## src/rtl/lr_coef_scaler.sv

```systemverilog
module lr_coef_scaler #(
  parameter int FULL_HI  = 255,
  parameter int LIM_LO   = 16,
  parameter int LIM_HI   = 235,
  parameter int NUM_COEF = 9,
  parameter int OFS_FRAC = 12,
  parameter int IDX_W    = $clog2(NUM_COEF)
) (
  input  logic             clk,
  input  logic             rst_n,
  input  logic             in_valid,
  output logic             in_ready,
  input  logic [63:0]      in_coef,
  output logic             out_valid,
  input  logic             out_ready,
  output logic [63:0]      out_coef,
  output logic [IDX_W-1:0] out_idx,
  output logic [15:0]      out_offset
);
  localparam logic [63:0] SCALE64 = (64'(LIM_HI - LIM_LO) << 32) / 64'(FULL_HI);
  localparam logic [31:0] SCALE   = SCALE64[31:0];
  localparam logic [15:0] OFS     = 16'((LIM_LO * (1 << OFS_FRAC)) / FULL_HI);
  localparam logic [IDX_W-1:0] LAST_IDX = IDX_W'(NUM_COEF - 1);

  logic        adv, acc;
  logic        v1, s1, v2, s2;
  logic [31:0] m1;
  logic [63:0] p2;
  logic [33:0] low34;
  logic [31:0] mag_in;
  logic [IDX_W-1:0] idx;

  assign adv    = out_ready | ~v2;
  assign acc    = in_valid & adv;
  assign low34  = in_coef[33:0];
  assign mag_in = (|in_coef[62:34]) ? 32'hFFFF_FFFF : 32'(low34 >> 2);

  always_ff @(posedge clk) begin
    if (!rst_n) begin
      v1 <= 1'b0;
      v2 <= 1'b0;
      s1 <= 1'b0;
      s2 <= 1'b0;
      m1 <= '0;
      p2 <= '0;
    end else if (adv) begin
      v1 <= in_valid;
      s1 <= in_coef[63];
      m1 <= mag_in;
      v2 <= v1;
      s2 <= s1;
      p2 <= {32'd0, m1} * {32'd0, SCALE};
    end
  end

  always_ff @(posedge clk) begin
    if (!rst_n)
      idx <= '0;
    else if (v2 && out_ready)
      idx <= (idx == LAST_IDX) ? '0 : idx + 1'b1;
  end

  assign in_ready   = adv;
  assign out_valid  = v2;
  assign out_coef   = {s2, 29'd0, 34'(p2 >> 30)};
  assign out_idx    = idx;
  assign out_offset = OFS;

  AST_SIGN_KEPT: assert property (@(posedge clk) disable iff (!rst_n)
    ($past(acc, 2) && $past(in_ready)) |-> (out_valid && out_coef[63] == $past(in_coef[63], 2)));
  AST_LATENCY: assert property (@(posedge clk) disable iff (!rst_n)
    ($past(in_valid && in_ready, 2) && $past(in_ready)) |-> out_valid);
  AST_MAG_BOUND: assert property (@(posedge clk) disable iff (!rst_n)
    out_valid |-> (out_coef[62:34] == '0));
  AST_ZERO_MAG: assert property (@(posedge clk) disable iff (!rst_n)
    ($past(acc, 2) && $past(in_ready) && $past(in_coef[62:0], 2) == '0) |-> (out_coef[62:0] == '0));
  AST_STALL_HOLD: assert property (@(posedge clk) disable iff (!rst_n)
    (out_valid && !out_ready) |=> (out_valid && $stable(out_coef)));
  AST_STALL_BLOCK: assert property (@(posedge clk) disable iff (!rst_n)
    (out_valid && !out_ready) |-> !in_ready);
  AST_IDX_RANGE: assert property (@(posedge clk) disable iff (!rst_n)
    out_idx <= LAST_IDX);
  AST_IDX_WRAP: assert property (@(posedge clk) disable iff (!rst_n)
    (out_valid && out_ready && out_idx == LAST_IDX) |=> (out_idx == '0));
endmodule

```

## config.mk

```make
export PLATFORM = sky130hd
export DESIGN_NAME = lr_coef_scaler
export DESIGN_NICKNAME = d
export VERILOG_FILES = /design/src/rtl/lr_coef_scaler.sv
export SDC_FILE = /design/constraint.sdc
export NUM_CORES = 2
export LEC_CHECK = 0
export BUFFER_PORTS_ARGS = -buffer_cell sky130_fd_sc_hd__buf_2
export CAP_MARGIN = 25
export CORE_ASPECT_RATIO = 1.4
export CORE_MARGIN = 3
export CORE_UTILIZATION = 52
export DETAILED_ROUTE_END_ITERATION = 12
export PLACE_DENSITY = 0.82
export SLEW_MARGIN = 20
export SYNTH_ARGS = -nofsm -noshare
export SYNTH_HDL_FRONTEND = slang
export SYNTH_SLANG_ARGS = --single-unit
export TNS_END_PERCENT = 20
```

## constraint.sdc

```tcl
create_clock -name clk -period 13.69 [get_ports clk]
set_input_delay 0.6845 -clock clk [delete_from_list [all_inputs] [get_ports clk]]
set_output_delay 0.6845 -clock clk [all_outputs]
set_load 0.05 [all_outputs]
```

[Yosys cells after proc, flatten, opt, wreduce, memory -nomap -nowiden]
Cells that the tools add are included.
Word-level totals
  flip-flop bits (word level): 104
  bits in latches: 0
  bits in writable memories: 0
  ROM bits: 0
  input port bits: 68
  output and inout bits: 86
  logic and storage cells: 16
  memories kept: 0
Cells by class
  add/sub/neg operators: 1
  multipliers: 1
  divide/modulo/power cells: 0
  $lt $le $gt $ge: 0
  equal/unequal tests: 1
  shift-type cells: 0
  mux-type cells: 2
  bitwise operators: 2
  reduce and logical (&&, ||, !) cells: 2
Operators by type and width (number)
  32-bit by 32-bit multiplier with 64-bit output, second input constant: 1
  32-bit 2-to-1 mux: 1
  29-bit OR reduction: 1
  4-bit by 1-bit adder with 4-bit output, second input constant: 1
  4-bit == test, second input constant: 1
  4-bit 2-to-1 mux: 1
  1-bit logical AND: 1
  1-bit NOT: 1
  1-bit bitwise OR: 1

[Depth between registers and ports, before layout]
  depth after elaboration: 2
  depth in mapped cells: 26

[Least setup slack after synthesis]
Ideal clock, no wire load.
  path type: reg-to-reg
  from: register m1[16]
  to: register p2[49]
  arrival time: 6857 ps
  data required time: 13573 ps
  slack: 6715 ps
  stages on the path, launching flop included: 26
  path through: dfxtp_1 inv_1 fa_1 inv_1 fa_1 inv_1 fa_1 inv_1 fa_1 fa_1 fa_1 fa_1 inv_1 fa_1 inv_1 ha_1 buf_4 a21o_1 a21oi_2 a311o_1 o211ai_2 o31a_1 or2_1 a21oi_2 o21ai_0 a32o_1
Between the ends
  longest elaborated chain between the ends: 1
Ends and longest elaborated chain
  start: declaration: RTL line 27  | logic [31:0] m1;
  start signal: assignment: RTL line 49  | m1 <= mag_in;
  32-bit by 32-bit multiplier with 64-bit output: RTL line 52  | p2 <= {32'd0, m1} * {32'd0, SCALE};
  end signal: assignment: RTL line 52
  end: declaration: RTL line 28  | logic [63:0] p2;
No other way between the ends.
A chain may end at the register's enable or synchronous reset.

[Final worst setup path]
  from: register m1[23]
  to: register p2[60]
The elaborated chain is that of the path after synthesis.

==> run metrics <==
Final period util=0.609; Post-Syn Instances=2,219; Die Wd=183 um; crit path max fanout=10; area occupied by multi-input gates=18,500 um^2; die area=46,600 um^2; drt initial violations=982; number of synthesized register bits=74; die height=254 um; Hold Slack=0.456 ns; Worst Tran Pin Value=0.816 ns; post-synth top area share=0.492; Yosys cell types=69; setup violators final=0; largest net degree at the start of global routing=49; Post-CTS Setup Bufs=0; Clock Tree Buf Depth=2; Arr. time, crit path=8.68 ns; clk sinks=74; Post-Syn Area per Cell=10.3 um^2; pins over their slew limit=0; Reg area=1480 um^2; DR vias/cell=5.49; # diodes=0; critical path class=flop to flop; Initial Utilization=0.529; TritonCTS clock tree=built; GRT Util Overall=0.296; Core Box Area=43,200 um^2; Rows=90; synth warn=0; top area cells in the synthesized netlist=fa_1, ha_1, inv_1, dfxtp_1, buf_4; Critical Path RT=14.03 ns; vias in the first global route=17,700; ys async rst share=0; total CTS buffers=9; Yosys top cell by area=fa_1; share of layout cells above drive strength 1=0.0786; Seq/Total Area, Yosys=0.0648; Top FF cell, synth=dfxtp_1; Setup TNS=0 ns; Hold Buf Count CTS=0; Max transition margin=0.455; Max-Cap Viols=0; Fillers=3,754; ANT nets after route=0; Nets=3,251; drt first pass iters=5; CTS root buffer=clkbuf_16; setup repair after global routing missed its margin=false; gp weighted congestion=1.06; P&R area growth vs syn=5.75%; initial antenna violation count=0; Synth Cell Area=22,900 um^2; Reg clk slew, reported paths=0.08 ns; post_cts resized=0; worst-skew pair later-pin latency=0.39 ns; crit path launch type=flop; H-tree depth=3; Routed WL=65,400 um; Hold Crit Class=flop to flop; number of flops mapped to enable cells by yosys=0; vias post-DR=15,700; Hold Violations, Final=0; Worst setup EP type=flop; outcome=finished clean; number of port buffers=106; DRC violation count after routing=0; DP Wirelength=59,500 um; detailed-route wire length per cell=22.8 um; Achievable Freq=120 MHz; I/O pins=154; GRT Residual Overflow=0; post-layout util=0.559; first-pass GRT wire length=101,000 um; Tmin final=8.34 ns; Setup Skew=0.0226 ns
-- logic make-up (layout without fill, tap and decap cells) --
family,Yosys count,in the layout,synth area share
other cells,2,45,0.000328
fa+ha+maj,873,873,0.662
simple gates,207,207,0.0442
flops,74,74,0.0648
mux,1,1,0.000438
buf+inv,774,827,0.135
compound gates,255,255,0.0806
xor+xnor,33,33,0.0126
-- worst max-delay path: stages (launching register included) --
cell and delay (ns):
dfxtp_1 0.80, ha_1 0.52, inv_1 0.16, fa_1 0.62
inv_1 0.08, fa_1 0.49, inv_1 0.06, fa_1 0.50
inv_1 0.05, fa_1 0.57, fa_1 0.47, fa_1 0.51
inv_1 0.06, fa_1 0.55, inv_1 0.07, ha_1 0.43
and2_1 0.23, nand3_1 0.13, or2_1 0.27, a211oi_2 0.44
nor3_2 0.19, o211ai_2 0.31, a31oi_2 0.17, or4b_1 0.48
nand3_1 0.07
-- routing by layer --
layer,global-route usage,wire length [um],part of all wire,vias to the layer above
li1,-,-,-,6897
met1,0.327,22600,0.34,8014
met2,0.531,34500,0.53,610
met3,0.0348,2710,0.041,207
met4,0.205,5670,0.087,0
met5,0,0,0,-
-- state kept, by name, indices dropped and copies added, names as in the netlist --
signal     count
s1             1
p2            34
out_valid      1
s2             1
out_idx        4
m1            32
v1             1
-- final cells by class --
class | instances | share of cell area
clock buffers | 10 | 0.00988
repair buffers | 117 | 0.0253
clock inverters | 6 | 0.00393
multi-input cells | 1414 | 0.763
well taps | 552 | 0.0285
inverters | 694 | 0.108
flip-flops and latches | 74 | 0.0612
-- per-stage QoR --
stage / std cells / area (um^2) / worst slack [ns]
after floorplan: 2262 / 23000 / 6.72
after global placement: 2851 / 23900 / 5.46
after detailed placement: 2851 / 23900 / 5.40
after CTS: 2867 / 24200 / 5.34
after global routing: 2867 / 24200 / 5.08
final: 2867 / 24200 / 5.35
-- synth_stat cells (all sizes together) (5+ instances only) --
library cell / instances
xor2: 15
nor3: 11
nand4: 12
and3: 9
fa: 562
buf: 53
o211ai: 7
a21oi: 74
a31oi: 6
or2: 5
or3: 5
nor4: 9
o21bai: 8
clkbuf: 27
nand2: 73
a21o: 38
ha: 311
o221a: 32
nand3: 29
o21ai: 37
dfxtp: 74
a211oi: 9
inv: 694
nor2: 33
and2: 5
xnor2: 18
a32oi: 5
-- path summary, 6_finish.rpt --
kind	from	endpoint	cells after the start	slack [ns]
max	m1[23]$_SDFFE_PN0P_	p2[60]$_SDFFE_PN0P_	24	5.35
min	p2[48]$_SDFFE_PN0P_	p2[48]$_SDFFE_PN0P_	2	0.46
max reg2reg	m1[23]$_SDFFE_PN0P_	p2[60]$_SDFFE_PN0P_	24	5.35
min reg2reg	p2[48]$_SDFFE_PN0P_	p2[48]$_SDFFE_PN0P_	2	0.46
-- cell usage in the layout, fill, tap and decap left out, drive strengths merged, types with 6 or more instances in the layout --
cell    synthesis  routed
a211oi          9       9
a21o           38      38
a21oi          74      74
a31oi           6       6
and3            9       9
buf            53     117
clkbuf         27      10
conb            2      45
dfxtp          74      74
fa            562     562
ha            311     311
inv           694     697
nand2          73      73
nand3          29      29
nand4          12      12
nor2           33      33
nor3           11      11
nor4            9       9
o211ai          7       7
o21ai          37      37
o21bai          8       8
o221a          32      32
xnor2          18      18
xor2           15      15
Power is not shown: default switching activity piles up to over one toggle a cycle in this logic, so the estimate is an artifact.
